$ cat config.mk
export PLATFORM = sky130hd
export DESIGN_NAME = flash_cmd_seq
export DESIGN_NICKNAME = d
export VERILOG_FILES = /design/src/rtl/flash_cmd_pkg.sv /design/src/rtl/fc_strobe_sync.sv /design/src/rtl/fc_cmd_fsm.sv /design/src/rtl/fc_read_sel.sv /design/src/rtl/flash_cmd_seq.sv
export SDC_FILE = /design/constraint.sdc
export NUM_CORES = 1
export LEC_CHECK = 0
export ABC_AREA = 1
export BUFFER_PORTS_ARGS = -buffer_cell sky130_fd_sc_hd__buf_2
export CAP_MARGIN = 20
export CORE_MARGIN = 8
export CORE_UTILIZATION = 25
export DETAILED_ROUTE_END_ITERATION = 8
export SLEW_MARGIN = 20
export SYNTH_ARGS = -nofsm -noshare
export SYNTH_HDL_FRONTEND = slang
export SYNTH_SLANG_ARGS = --single-unit
$ cat constraint.sdc
create_clock -name clk -period 5.2 [get_ports clk]
set_clock_uncertainty 0.1 [all_clocks]
set_input_delay 1.04 -clock clk [delete_from_list [all_inputs] [get_ports clk]]
set_output_delay 1.04 -clock clk [all_outputs]
set_load 0.05 [all_outputs]
$ cat src/rtl/flash_cmd_pkg.sv
// Shared command codes, read-mode and operation encodings for the flash
// command sequencer. Assumes byte-wide command data.
package flash_cmd_pkg;

    localparam int CMD_W = 8;

    localparam logic [CMD_W-1:0] CMD_READ     = 8'h00;
    localparam logic [CMD_W-1:0] CMD_IDENT    = 8'h90;
    localparam logic [CMD_W-1:0] CMD_AUTO_CE  = 8'h30;
    localparam logic [CMD_W-1:0] CMD_SETUP_20 = 8'h20;
    localparam logic [CMD_W-1:0] CMD_AUTO_BE  = 8'hD0;
    localparam logic [CMD_W-1:0] CMD_PROG     = 8'h40;
    localparam logic [CMD_W-1:0] CMD_BLK_ER   = 8'h60;
    localparam logic [CMD_W-1:0] CMD_VERIFY   = 8'hA0;
    localparam logic [CMD_W-1:0] CMD_RESET    = 8'hFF;

    typedef enum logic [1:0] {
        RM_ARRAY  = 2'd0,
        RM_IDENT  = 2'd1,
        RM_VERIFY = 2'd2,
        RM_STATUS = 2'd3
    } rd_mode_e;

    typedef enum logic [2:0] {
        OK_NONE      = 3'd0,
        OK_PROGRAM   = 3'd1,
        OK_AUTO_CHIP = 3'd2,
        OK_AUTO_BLK  = 3'd3,
        OK_CHIP      = 3'd4,
        OK_BLK       = 3'd5
    } op_kind_e;

    typedef enum logic [2:0] {
        ST_READ,
        ST_IDENT,
        ST_VERIFY,
        ST_SET_ACE,
        ST_SET_20,
        ST_SET_PROG,
        ST_SET_BLK,
        ST_RUN
    } seq_state_e;

endpackage

$ cat src/rtl/fc_strobe_sync.sv
// Oversamples the asynchronous write strobe with the system clock. Captures
// the address at the detected falling edge and the data at the detected rising
// edge, then issues a one-cycle write event carrying both.
// Assumes each strobe phase lasts at least three clock cycles, and that
// addr/din hold steady for two clocks around each edge.
module fc_strobe_sync #(
    parameter int AW    = 17,
    parameter int DW    = 8,
    parameter int SYNC  = 2
) (
    input  logic          clk,
    input  logic          rst_n,
    input  logic          we_n,
    input  logic [AW-1:0] addr,
    input  logic [DW-1:0] din,
    output logic          wr_fire,
    output logic [AW-1:0] wr_addr,
    output logic [DW-1:0] wr_data
);
    localparam int LAST = SYNC - 1;

    logic [SYNC-1:0] we_sh;
    logic            we_prev;
    logic            fall_ev;
    logic            rise_ev;

    // Shift the strobe through the synchroniser chain.
    always_ff @(posedge clk) begin
        if (!rst_n) we_sh <= '1;
        else        we_sh <= {we_sh[SYNC-2:0], we_n};
    end

    // Hold the previous synchronised level for edge detection.
    always_ff @(posedge clk) begin
        if (!rst_n) we_prev <= 1'b1;
        else        we_prev <= we_sh[LAST];
    end

    assign fall_ev = we_prev & ~we_sh[LAST];
    assign rise_ev = ~we_prev & we_sh[LAST];

    // Capture the address at the fall and the data plus the event at the rise.
    always_ff @(posedge clk) begin
        if (!rst_n) begin
            wr_addr <= '0;
            wr_data <= '0;
            wr_fire <= 1'b0;
        end else begin
            wr_fire <= rise_ev;
            if (fall_ev) wr_addr <= addr;
            if (rise_ev) wr_data <= din;
        end
    end

    a_r12_fire_single: assert property (@(posedge clk) disable iff (!rst_n)
        wr_fire |=> !wr_fire);

    a_r12_addr_held: assert property (@(posedge clk) disable iff (!rst_n)
        !fall_ev |=> $stable(wr_addr));

endmodule

$ cat src/rtl/fc_cmd_fsm.sv
// Command decoder and sequence state machine. Turns write events into mode
// changes, engine start pulses and abort pulses. Applies the programming-
// voltage lock and the busy lockout. Assumes eng_done only matters while an
// operation runs.
module fc_cmd_fsm
    import flash_cmd_pkg::*;
#(
    parameter int AW = 17
) (
    input  logic             clk,
    input  logic             rst_n,
    input  logic             vpp_ok,
    input  logic             wr_fire,
    input  logic [AW-1:0]    wr_addr,
    input  logic [CMD_W-1:0] wr_data,
    input  logic             eng_done,
    output rd_mode_e         rd_mode,
    output logic [AW-1:0]    vfy_addr,
    output logic             op_start,
    output op_kind_e         op_kind,
    output logic [AW-1:0]    op_addr,
    output logic [CMD_W-1:0] op_data,
    output logic             op_abort
);
    seq_state_e st;
    logic       ff_prev;
    op_kind_e   arm_kind;
    logic       arm_ok;

    // Decide whether the second write completes the armed setup.
    always_comb begin
        arm_kind = OK_NONE;
        unique case (st)
            ST_SET_ACE:  if (wr_data == CMD_AUTO_CE)  arm_kind = OK_AUTO_CHIP;
            ST_SET_20: begin
                if (wr_data == CMD_AUTO_BE)       arm_kind = OK_AUTO_BLK;
                else if (wr_data == CMD_SETUP_20) arm_kind = OK_CHIP;
            end
            ST_SET_PROG: if (wr_data != CMD_RESET)    arm_kind = OK_PROGRAM;
            ST_SET_BLK:  if (wr_data == CMD_BLK_ER)   arm_kind = OK_BLK;
            default:     arm_kind = OK_NONE;
        endcase
        arm_ok = (arm_kind != OK_NONE);
    end

    // Sequence register: lock, run/abort handling and command decode.
    always_ff @(posedge clk) begin
        if (!rst_n) begin
            st       <= ST_READ;
            ff_prev  <= 1'b0;
            op_start <= 1'b0;
            op_abort <= 1'b0;
            op_kind  <= OK_NONE;
            op_addr  <= '0;
            op_data  <= '0;
            vfy_addr <= '0;
        end else begin
            op_start <= 1'b0;
            op_abort <= 1'b0;
            if (!vpp_ok) begin
                st      <= ST_READ;
                ff_prev <= 1'b0;
            end else if (st == ST_RUN) begin
                if (eng_done) begin
                    st      <= ST_READ;
                    ff_prev <= 1'b0;
                end else if (wr_fire) begin
                    ff_prev <= (wr_data == CMD_RESET);
                    if (ff_prev && wr_data == CMD_RESET) begin
                        op_abort <= 1'b1;
                        st       <= ST_READ;
                    end
                end
            end else if (wr_fire) begin
                ff_prev <= (wr_data == CMD_RESET);
                if (st == ST_SET_ACE || st == ST_SET_20 ||
                    st == ST_SET_PROG || st == ST_SET_BLK) begin
                    if (arm_ok) begin
                        st       <= ST_RUN;
                        op_start <= 1'b1;
                        op_kind  <= arm_kind;
                        op_addr  <= wr_addr;
                        op_data  <= wr_data;
                    end else begin
                        st <= ST_READ;
                    end
                end else begin
                    unique case (wr_data)
                        CMD_IDENT:    st <= ST_IDENT;
                        CMD_VERIFY: begin
                            st       <= ST_VERIFY;
                            vfy_addr <= wr_addr;
                        end
                        CMD_AUTO_CE:  st <= ST_SET_ACE;
                        CMD_SETUP_20: st <= ST_SET_20;
                        CMD_PROG:     st <= ST_SET_PROG;
                        CMD_BLK_ER:   st <= ST_SET_BLK;
                        default:      st <= ST_READ;
                    endcase
                end
            end
        end
    end

    // Map the sequence state onto the read source.
    always_comb begin
        unique case (st)
            ST_IDENT:  rd_mode = RM_IDENT;
            ST_VERIFY: rd_mode = RM_VERIFY;
            ST_RUN:    rd_mode = RM_STATUS;
            default:   rd_mode = RM_ARRAY;
        endcase
    end

    a_r1_locked: assert property (@(posedge clk) disable iff (!rst_n)
        !vpp_ok |=> (!op_start && rd_mode == RM_ARRAY));

    a_r9_pulse: assert property (@(posedge clk) disable iff (!rst_n)
        op_start |=> !op_start);

    a_r9_status: assert property (@(posedge clk) disable iff (!rst_n)
        op_start |-> rd_mode == RM_STATUS);

    a_r10_no_restart: assert property (@(posedge clk) disable iff (!rst_n)
        rd_mode == RM_STATUS |=> !op_start);

    a_r11_abort_from_run: assert property (@(posedge clk) disable iff (!rst_n)
        op_abort |-> $past(st) == ST_RUN);

endmodule

$ cat src/rtl/fc_read_sel.sv
// Identifier byte generator for the read path. Returns the maker and device
// codes at addresses 0 and 1 in identifier mode, and zero everywhere else.
// Assumes the read address comes in on the shared host address bus.
module fc_read_sel
    import flash_cmd_pkg::*;
#(
    parameter int               AW     = 17,
    parameter logic [CMD_W-1:0] MFR_ID = 8'hC2,
    parameter logic [CMD_W-1:0] DEV_ID = 8'h1A
) (
    input  rd_mode_e         rd_mode,
    input  logic [AW-1:0]    addr,
    output logic [CMD_W-1:0] id_code
);
    // Pick the identifier byte from the low address.
    always_comb begin
        id_code = '0;
        if (rd_mode == RM_IDENT) begin
            if (addr == AW'(0))      id_code = MFR_ID;
            else if (addr == AW'(1)) id_code = DEV_ID;
        end
    end

endmodule

$ cat src/rtl/flash_cmd_seq.sv
// Top of the flash command sequencer: strobe capture, command state machine
// and identifier read path. Assumes a single clock domain, with we_n
// oversampled and not used as a clock.
module flash_cmd_seq
    import flash_cmd_pkg::*;
#(
    parameter int AW = 17
) (
    input  logic          clk,
    input  logic          rst_n,
    input  logic          vpp_ok,
    input  logic          we_n,
    input  logic [AW-1:0] addr,
    input  logic [7:0]    din,
    input  logic          eng_done,
    output logic [1:0]    rd_mode,
    output logic [7:0]    id_code,
    output logic [AW-1:0] vfy_addr,
    output logic          op_start,
    output logic [2:0]    op_kind,
    output logic [AW-1:0] op_addr,
    output logic [7:0]    op_data,
    output logic          op_abort
);
    logic             wr_fire;
    logic [AW-1:0]    wr_addr;
    logic [CMD_W-1:0] wr_data;
    rd_mode_e         mode_q;
    op_kind_e         kind_q;

    fc_strobe_sync #(.AW(AW), .DW(CMD_W), .SYNC(2)) i_sync (
        .clk     (clk),
        .rst_n   (rst_n),
        .we_n    (we_n),
        .addr    (addr),
        .din     (din),
        .wr_fire (wr_fire),
        .wr_addr (wr_addr),
        .wr_data (wr_data)
    );

    fc_cmd_fsm #(.AW(AW)) i_fsm (
        .clk      (clk),
        .rst_n    (rst_n),
        .vpp_ok   (vpp_ok),
        .wr_fire  (wr_fire),
        .wr_addr  (wr_addr),
        .wr_data  (wr_data),
        .eng_done (eng_done),
        .rd_mode  (mode_q),
        .vfy_addr (vfy_addr),
        .op_start (op_start),
        .op_kind  (kind_q),
        .op_addr  (op_addr),
        .op_data  (op_data),
        .op_abort (op_abort)
    );

    fc_read_sel #(.AW(AW)) i_rsel (
        .rd_mode (mode_q),
        .addr    (addr),
        .id_code (id_code)
    );

    assign rd_mode = mode_q;
    assign op_kind = kind_q;

endmodule

==> results of run 1 <==
[where the power goes]
part	total, mW	leakage (nW)	switching (mW)	internal, mW
clock network	0.722	0.163	0.242	0.480
logic	0.0582	0.884	0.0398	0.0183
registers	0.629	0.647	0.00585	0.623
total	1.41	1.69	0.288	1.12
[final timing paths]
path	to	slack, ns	cells past startpoint
worst max-delay path	id_code[3]	1.60	5
worst min-delay path	i_sync.we_sh[1]	0.31	1
worst max register to register	i_fsm.op_addr[3]	2.74	10
worst min register to register	i_sync.we_sh[1]	0.31	1
[state kept, by name, summed over array words and instances, names as in the netlist]
| name | cells |
|---|---|
| i_fsm.op_abort | 1 |
| i_fsm.op_addr | 17 |
| i_fsm.op_data | 8 |
| i_fsm.vfy_addr | 17 |
| i_sync.wr_data | 8 |
| i_sync.we_prev | 1 |
| i_sync.we_sh | 2 |
| i_fsm.op_kind | 3 |
| i_fsm.op_start | 1 |
| i_fsm.ff_prev | 1 |
| i_fsm.st | 3 |
| i_sync.wr_addr | 17 |
| i_sync.wr_fire | 1 |
[worst max-delay path, stage by stage]
cell,delay (ns)
sky130_fd_sc_hd__buf_2,0.10
sky130_fd_sc_hd__nor4_1,0.51
sky130_fd_sc_hd__nand3_1,0.22
sky130_fd_sc_hd__nor3b_1,0.27
sky130_fd_sc_hd__buf_2,0.31
[cell type report]
| cell class | count | area share (%) |
|---|---|---|
| flip-flops and latches | 80 | 39.6 |
| repair buffers | 86 | 10.8 |
| inverters | 40 | 3.72 |
| clock buffers | 12 | 6.10 |
| well taps | 172 | 5.33 |
| clock inverters | 3 | 2.23 |
| multi-input cells | 266 | 32.1 |
[layer usage]
| metal | track usage [%] | routed length (microns) | vias up |
|---|---|---|---|
| met1 | 15.2 | 4480 | 1345 |
| met4 | 5.53 | 148 | 0 |
| met2 | 17.6 | 4210 | 85 |
| met5 | 0 | 0 | - |
| met3 | 3.20 | 632 | 13 |
| li1 | - | - | 1502 |
[placed cells by master, fill, tap and decap left out, types with 3 or more instances in the layout]
| master | count |
|---|---|
| sky130_fd_sc_hd__a21oi_1 | 74 |
| sky130_fd_sc_hd__buf_2 | 83 |
| sky130_fd_sc_hd__buf_4 | 3 |
| sky130_fd_sc_hd__bufinv_16 | 3 |
| sky130_fd_sc_hd__clkbuf_16 | 9 |
| sky130_fd_sc_hd__conb_1 | 3 |
| sky130_fd_sc_hd__dfxtp_1 | 80 |
| sky130_fd_sc_hd__inv_1 | 35 |
| sky130_fd_sc_hd__inv_2 | 5 |
| sky130_fd_sc_hd__nand2_1 | 60 |
| sky130_fd_sc_hd__nand3_1 | 39 |
| sky130_fd_sc_hd__nor2_1 | 18 |
| sky130_fd_sc_hd__nor3_1 | 6 |
| sky130_fd_sc_hd__nor4_1 | 3 |
| sky130_fd_sc_hd__o21ai_0 | 32 |
| sky130_fd_sc_hd__o21ai_1 | 13 |
| sky130_fd_sc_hd__or2_2 | 3 |
[cells by family after synthesis]
family	count (synthesis)	synth area share, %
other cells	1	0.117
flops	80	50.1
compound gates	121	19.1
buf+inv	68	9.62
simple gates	142	21.1
[through the flow]
stage	worst slack, ns	cells	total power [mW]	instance area (sq um)
after detailed placement	1.61	644	0.701	3700
after CTS	1.60	659	1.43	4040
after floorplan	1.01	414	0.679	3210
after global placement	1.64	644	0.700	3700
final	1.60	659	1.41	4040
after global routing	1.45	659	1.46	4040
==> flow_summary.rst, run 1 <==
.. list-table::
   :header-rows: 1

   * - Metric
     - Value
   * - Number of remaining DRC errors
     - 0
   * - Final net count
     - 513
   * - Final number of max-transition violations
     - 0
   * - Count of mapped cells out of synthesis
     - 412
   * - DRT iter0 DRCs
     - around 140
   * - Synthesis Warnings
     - 0
   * - Overall die area
     - 16,700 sq um
   * - Storage cell area
     - 1600 sq um
   * - Power density over the cells
     - 349 nW/um^2
   * - Setup repair after global routing missed its margin
     - no
   * - Post-Route WL
     - 9.47 mm
   * - Hold_buf cts
     - 0
   * - Gr usage total
     - between 10% and 20%
   * - Wire per inst
     - 14.4 microns
   * - Overall overflow remaining after global route
     - 0
   * - Most frequent cell after synthesis
     - sky130_fd_sc_hd__dfxtp_1
   * - Footprint of the multi-input gates
     - 1300 sq um
   * - Seq/Total Area, Yosys
     - 50.1%
   * - Proportion of layout cells with a drive suffix above 1
     - 23.6%
   * - Largest fanout on the critical path
     - 3
   * - Final period demand of the worst path
     - ~3.6 ns
   * - Period utilization
     - 69.2%
   * - Half-perimeter wire length after placement
     - 6.75 mm
   * - Number of antenna violations at the first check in global routing
     - 1
   * - Synthesized area
     - 3200 sq um
   * - Initial Util
     - around 25%
   * - Number of levels the H-tree was split into
     - 3
   * - Status
     - completed
   * - Synth top area share
     - 50.1%
   * - Worst rel slew slack
     - 32.5%
   * - Reported max-cap violation count
     - 0
   * - Worst-path clk slew
     - roughly 0.06 ns
   * - Diodes inserted
     - 0
   * - Number of nets with antenna violations after detailed routing
     - 0
   * - Relative area change from synthesis to final layout
     - 26.3%
   * - Cell at the root of the clock tree
     - sky130_fd_sc_hd__clkbuf_16
   * - Count of unique library cells instantiated by Yosys
     - 28
   * - Path type of the worst setup path
     - input pin to output pin
   * - Cell accounting for the most synthesized area
     - sky130_fd_sc_hd__dfxtp_1
   * - Setup repair bufs after CTS
     - 0
   * - CP startpoint kind
     - input pin
   * - Mean number of vias per cell
     - 4.47
   * - Number of detailed-route iterations in the first pass
     - 4
   * - Maximum resistive drop on vdd
     - 0.124 mV
   * - Number of synthesized register bits
     - 80
   * - TritonCTS clock tree
     - done
   * - Leading post-synthesis cells by cell area
     - sky130_fd_sc_hd__dfxtp_1 (50%), sky130_fd_sc_hd__a21oi_1 (12%), sky130_fd_sc_hd__nand2_1 (7.0%), sky130_fd_sc_hd__nand3_1 (6.1%), sky130_fd_sc_hd__o21ai_0 (5.0%)
   * - Worst Path Required
     - 4.06 ns
   * - Worst Hold Class
     - flop to flop
   * - Die Height
     - 129 microns
   * - Final Setup Violations
     - 0
   * - Area of the placeable core
     - 12,600 sq um
   * - CTS max path bufs
     - 2
   * - Clock buffers created by TritonCTS
     - 9
   * - Cell Rows
     - 41
   * - Fillers
     - 1,346
   * - Number of instances resized during post-cts repair
     - 0
   * - DIE WIDTH
     - 129 microns
   * - Startpoint of the most critical register-to-register path
     - i_sync.wr_data[6]
   * - Number of hold violations in the final report
     - 0
   * - Share of flip-flops with an asynchronous set or reset after synthesis
     - 0%
   * - First-pass GRT wire length
     - between 15 and 20 mm
   * - Worst Tran Pin Value
     - 1.01 ns
   * - Worst hold slack after final layout
     - 0.314 ns
   * - Static power due to leakage
     - approximately 1.7 nW
   * - Post-Synthesis Mean Instance Area
     - 7.76 sq um
   * - Number of I/O pins
     - 87
   * - EDFF count, synth
     - 0
   * - Gpl congestion
     - 0.839
   * - Worst Setup End Kind
     - output pin
   * - CTS sink count
     - 80
   * - Latest clock arrival within the worst-skew pair
     - 0.33 ns
   * - Start point of the critical path
     - addr[9]
   * - Commonest register cell after synthesis
     - sky130_fd_sc_hd__dfxtp_1
   * - F_max
     - around 0.28 GHz
   * - Number of buffer cells added on primary ports
     - 83
   * - Crit path arrival time
     - 2.46 ns
   * - Setup Total Neg Slack
     - 0 ns
   * - Largest net degree at the start of global routing
     - 47
   * - Post-route core utilization
     - 32.1%
   * - DR vias
     - approximately 2,900
   * - Hold path start
     - i_sync.we_sh[0]
   * - Top cells by instance count after synthesis
     - sky130_fd_sc_hd__dfxtp_1 (80), sky130_fd_sc_hd__a21oi_1 (74), sky130_fd_sc_hd__nand2_1 (60), sky130_fd_sc_hd__nand3_1 (39), sky130_fd_sc_hd__inv_1 (35)
   * - Number of global-route vias before repair
     - 2,880
Note: power is estimated with default switching activity, not from simulation.
==> run 2: changes to the inputs <==
clock period = 3.3 ns   (was 5.2 ns; I/O delays follow)
==> flow_summary.rst, run 2 (synthesis gave the netlist of run 1 again) <==
.. list-table::
   :header-rows: 1

   * - Metric
     - Value
   * - Reported max-cap violation count
     - 0 (unchanged)
   * - Registers with the most flip-flops
     - i_fsm.op_addr (17), i_fsm.vfy_addr (17), i_sync.wr_addr (17)
   * - Category of cells accounting for the largest share of critical-path delay
     - simple AND/OR/NAND/NOR gates
   * - Power density over the cells
     - 578 nW/um^2 (+66%)
   * - Comb power frac
     - 3.9% (-0.2 points)
   * - CTS sink count
     - 80 (unchanged)
   * - DIE WIDTH
     - 129 microns (unchanged)
   * - Power share of the clock group
     - 54.5% (+3.3 points)
   * - Number of instances resized during post-cts repair
     - 0 (unchanged)
   * - Worst rel slew slack
     - 33.0% (+0.44 points)
   * - Number of antenna violations at the first check in global routing
     - 0 (-1)
   * - Number of detailed-route iterations in the first pass
     - 4 (unchanged)
   * - Gr usage total
     - 11.8% (+0.11 points)
   * - Diodes inserted
     - 0 (unchanged)
   * - Cell at the root of the clock tree
     - sky130_fd_sc_hd__clkbuf_16
   * - Final Setup Violations
     - 0 (unchanged)
   * - CTS max path bufs
     - 2 (unchanged)
   * - Area of the placeable core
     - 12,600 sq um (unchanged)
   * - Latest clock arrival within the worst-skew pair
     - 0.33 ns (about the same)
   * - Path type of the worst setup path
     - input pin to output pin
   * - TritonCTS clock tree
     - done
   * - Largest incremental delay on the critical path
     - 0.35 ns (-0.16 ns)
   * - Number of levels the H-tree was split into
     - 3 (unchanged)
   * - Clock buffers created by TritonCTS
     - 9 (unchanged)
   * - CP startpoint kind
     - input pin
   * - Overall overflow remaining after global route
     - 0 (unchanged)
   * - Maximum resistive drop on vdd
     - 0.321 mV (+160%)
   * - Number of buffer cells added on primary ports
     - 83 (unchanged)
   * - Number of I/O pins
     - 87 (unchanged)
   * - Static power due to leakage
     - 1.73 nW (+2.0%)
   * - Worst Tran Pin Value
     - 1.00 ns (-0.00657 ns)
   * - Net switching fraction of the power
     - 19.9% (-0.51 points)
   * - Largest net degree at the start of global routing
     - 46 (-2.1%)
   * - First-pass GRT wire length
     - 15.3 mm (+1.3%)
   * - Half-perimeter wire length after placement
     - 6.78 mm (+0.49%)
   * - Period utilization
     - 80.0%
   * - Cell mode on critical path
     - sky130_fd_sc_hd__buf_2
   * - Chain of cells forming the critical path
     - buf_2 -> nor4_1 -> nand3_1 -> nor3b_2 -> buf_2
   * - Worst Hold Class
     - flop to flop
   * - Internal power summed over all cells
     - 1.91 mW (+70%)
   * - DR vias
     - 2,946 (+0.034%)
   * - Final period demand of the worst path
     - 2.64 ns
   * - Sequential share of power
     - 41.6% (-3.0 points)
   * - Hold_buf cts
     - 0 (unchanged)
   * - Crit path arrival time
     - 1.88 ns (-0.58 ns)
   * - Setup Total Neg Slack
     - 0 ns (unchanged)
   * - Wire per inst
     - 14.4 microns (+0.18%)
   * - Crit path buf inv count
     - 2 (unchanged)
   * - DRT iter0 DRCs
     - 161 (+16%)
   * - Proportion of layout cells with a drive suffix above 1
     - 24.9% (+1.3 points)
   * - Final number of max-transition violations
     - 0 (unchanged)
   * - Gpl congestion
     - 0.798 (-5.0%)
   * - Highest-count cells in the layout ignoring fill and taps
     - sky130_fd_sc_hd__buf_2 (83), sky130_fd_sc_hd__dfxtp_1 (80), sky130_fd_sc_hd__a21oi_1 (74), sky130_fd_sc_hd__nand2_1 (60), sky130_fd_sc_hd__nand3_1 (39)
   * - Number of global-route vias before repair
     - 2,947 (+2.3%)
   * - Post-route core utilization
     - 32.8% (+0.64 points)
   * - Number of nets with antenna violations after detailed routing
     - 0 (unchanged)
   * - Final net count
     - 515 (+0.39%)
   * - Worst Path Required
     - 2.54 ns (-1.52 ns)
   * - Number of hold violations in the final report
     - 0 (unchanged)
   * - Relative area change from synthesis to final layout
     - 28.8%
   * - Most common library cell in the layout ignoring fill and taps
     - sky130_fd_sc_hd__buf_2
   * - Worst Setup End Kind
     - output pin
   * - Largest fanout on the critical path
     - 3 (unchanged)
   * - Cell with the largest stage delay on the worst path
     - sky130_fd_sc_hd__nor4_1
   * - Worst-path clk slew
     - 0.06 ns (about the same)
   * - Number of remaining DRC errors
     - 0 (unchanged)
   * - Post-Route WL
     - 9.53 mm (+0.63%)
   * - Mean number of vias per cell
     - 4.45 (-0.42%)
   * - Cell Rows
     - 41 (unchanged)
   * - Switching power summed over all nets
     - 474 uW (+65%)
   * - Status
     - completed
   * - Die Height
     - 129 microns (unchanged)
   * - Overall die area
     - 16,700 sq um (unchanged)
   * - Setup repair after global routing missed its margin
     - no
   * - Initial Util
     - 25.4% (unchanged)
   * - Setup repair bufs after CTS
     - 0 (unchanged)
   * - F_max
     - roughly 0.38 GHz
-- run 2: cell type report --
class / instances / area, sq um
clock inverters: 7 / 166
flip-flops and latches: 80 / 1600
fillers: 1370 / 8450
clock buffers: 9 / 225
inverters: 40 / 150
multi-input cells: 266 / 1310
repair buffers: 88 / 453
well taps: 172 / 215
-- run 2: path summary, 6_finish.rpt --
kind | to | slack [ns] | cells past startpoint | startpoint
max | id_code[3] | 0.66 | 5 | addr[9]
min reg2reg | i_sync.we_sh[1] | 0.31 | 1 | i_sync.we_sh[0]
max reg2reg | i_fsm.op_addr[0] | 0.75 | 10 | i_sync.wr_data[6]
min | i_sync.we_sh[1] | 0.31 | 1 | i_sync.we_sh[0]
-- run 2: per-stage QoR --
step           hold slack [ns]  setup slack [ns]  total power [mW]  instances  instance area, sq um
2_1_floorplan            0.293             0.403              1.07        414                  3220
3_3_place_gp             0.306             0.639              1.10        646                  3730
3_5_place_dp             0.298             0.623              1.11        646                  3730
4_1_cts                  0.307             0.623              2.41        662                  4120
5_1_grt                  0.323             0.390              2.47        662                  4120
6_report                 0.306             0.662              2.38        662                  4120
-- run 2: metal layers --
metal / global-route usage (%) / up-vias / wire length (microns)
met4: 3.39 / 0 / 75
met3: 4.64 / 7 / 686
li1: - / 1513 / -
met5: 0 / - / 0
met2: 18.0 / 80 / 4230
met1: 15.1 / 1346 / 4540
-- run 2: power by group through the flow --
stage / clock (mW) / combinational [mW] / sequential, mW
finish: 1.30 / 0.0928 / 0.991
floorplan: 0 / 0.0594 / 1.01
global route: 1.37 / 0.106 / 0.992
detailed placement: 0 / 0.0938 / 1.01
global placement: 0 / 0.0925 / 1.01
CTS: 1.32 / 0.0942 / 0.991
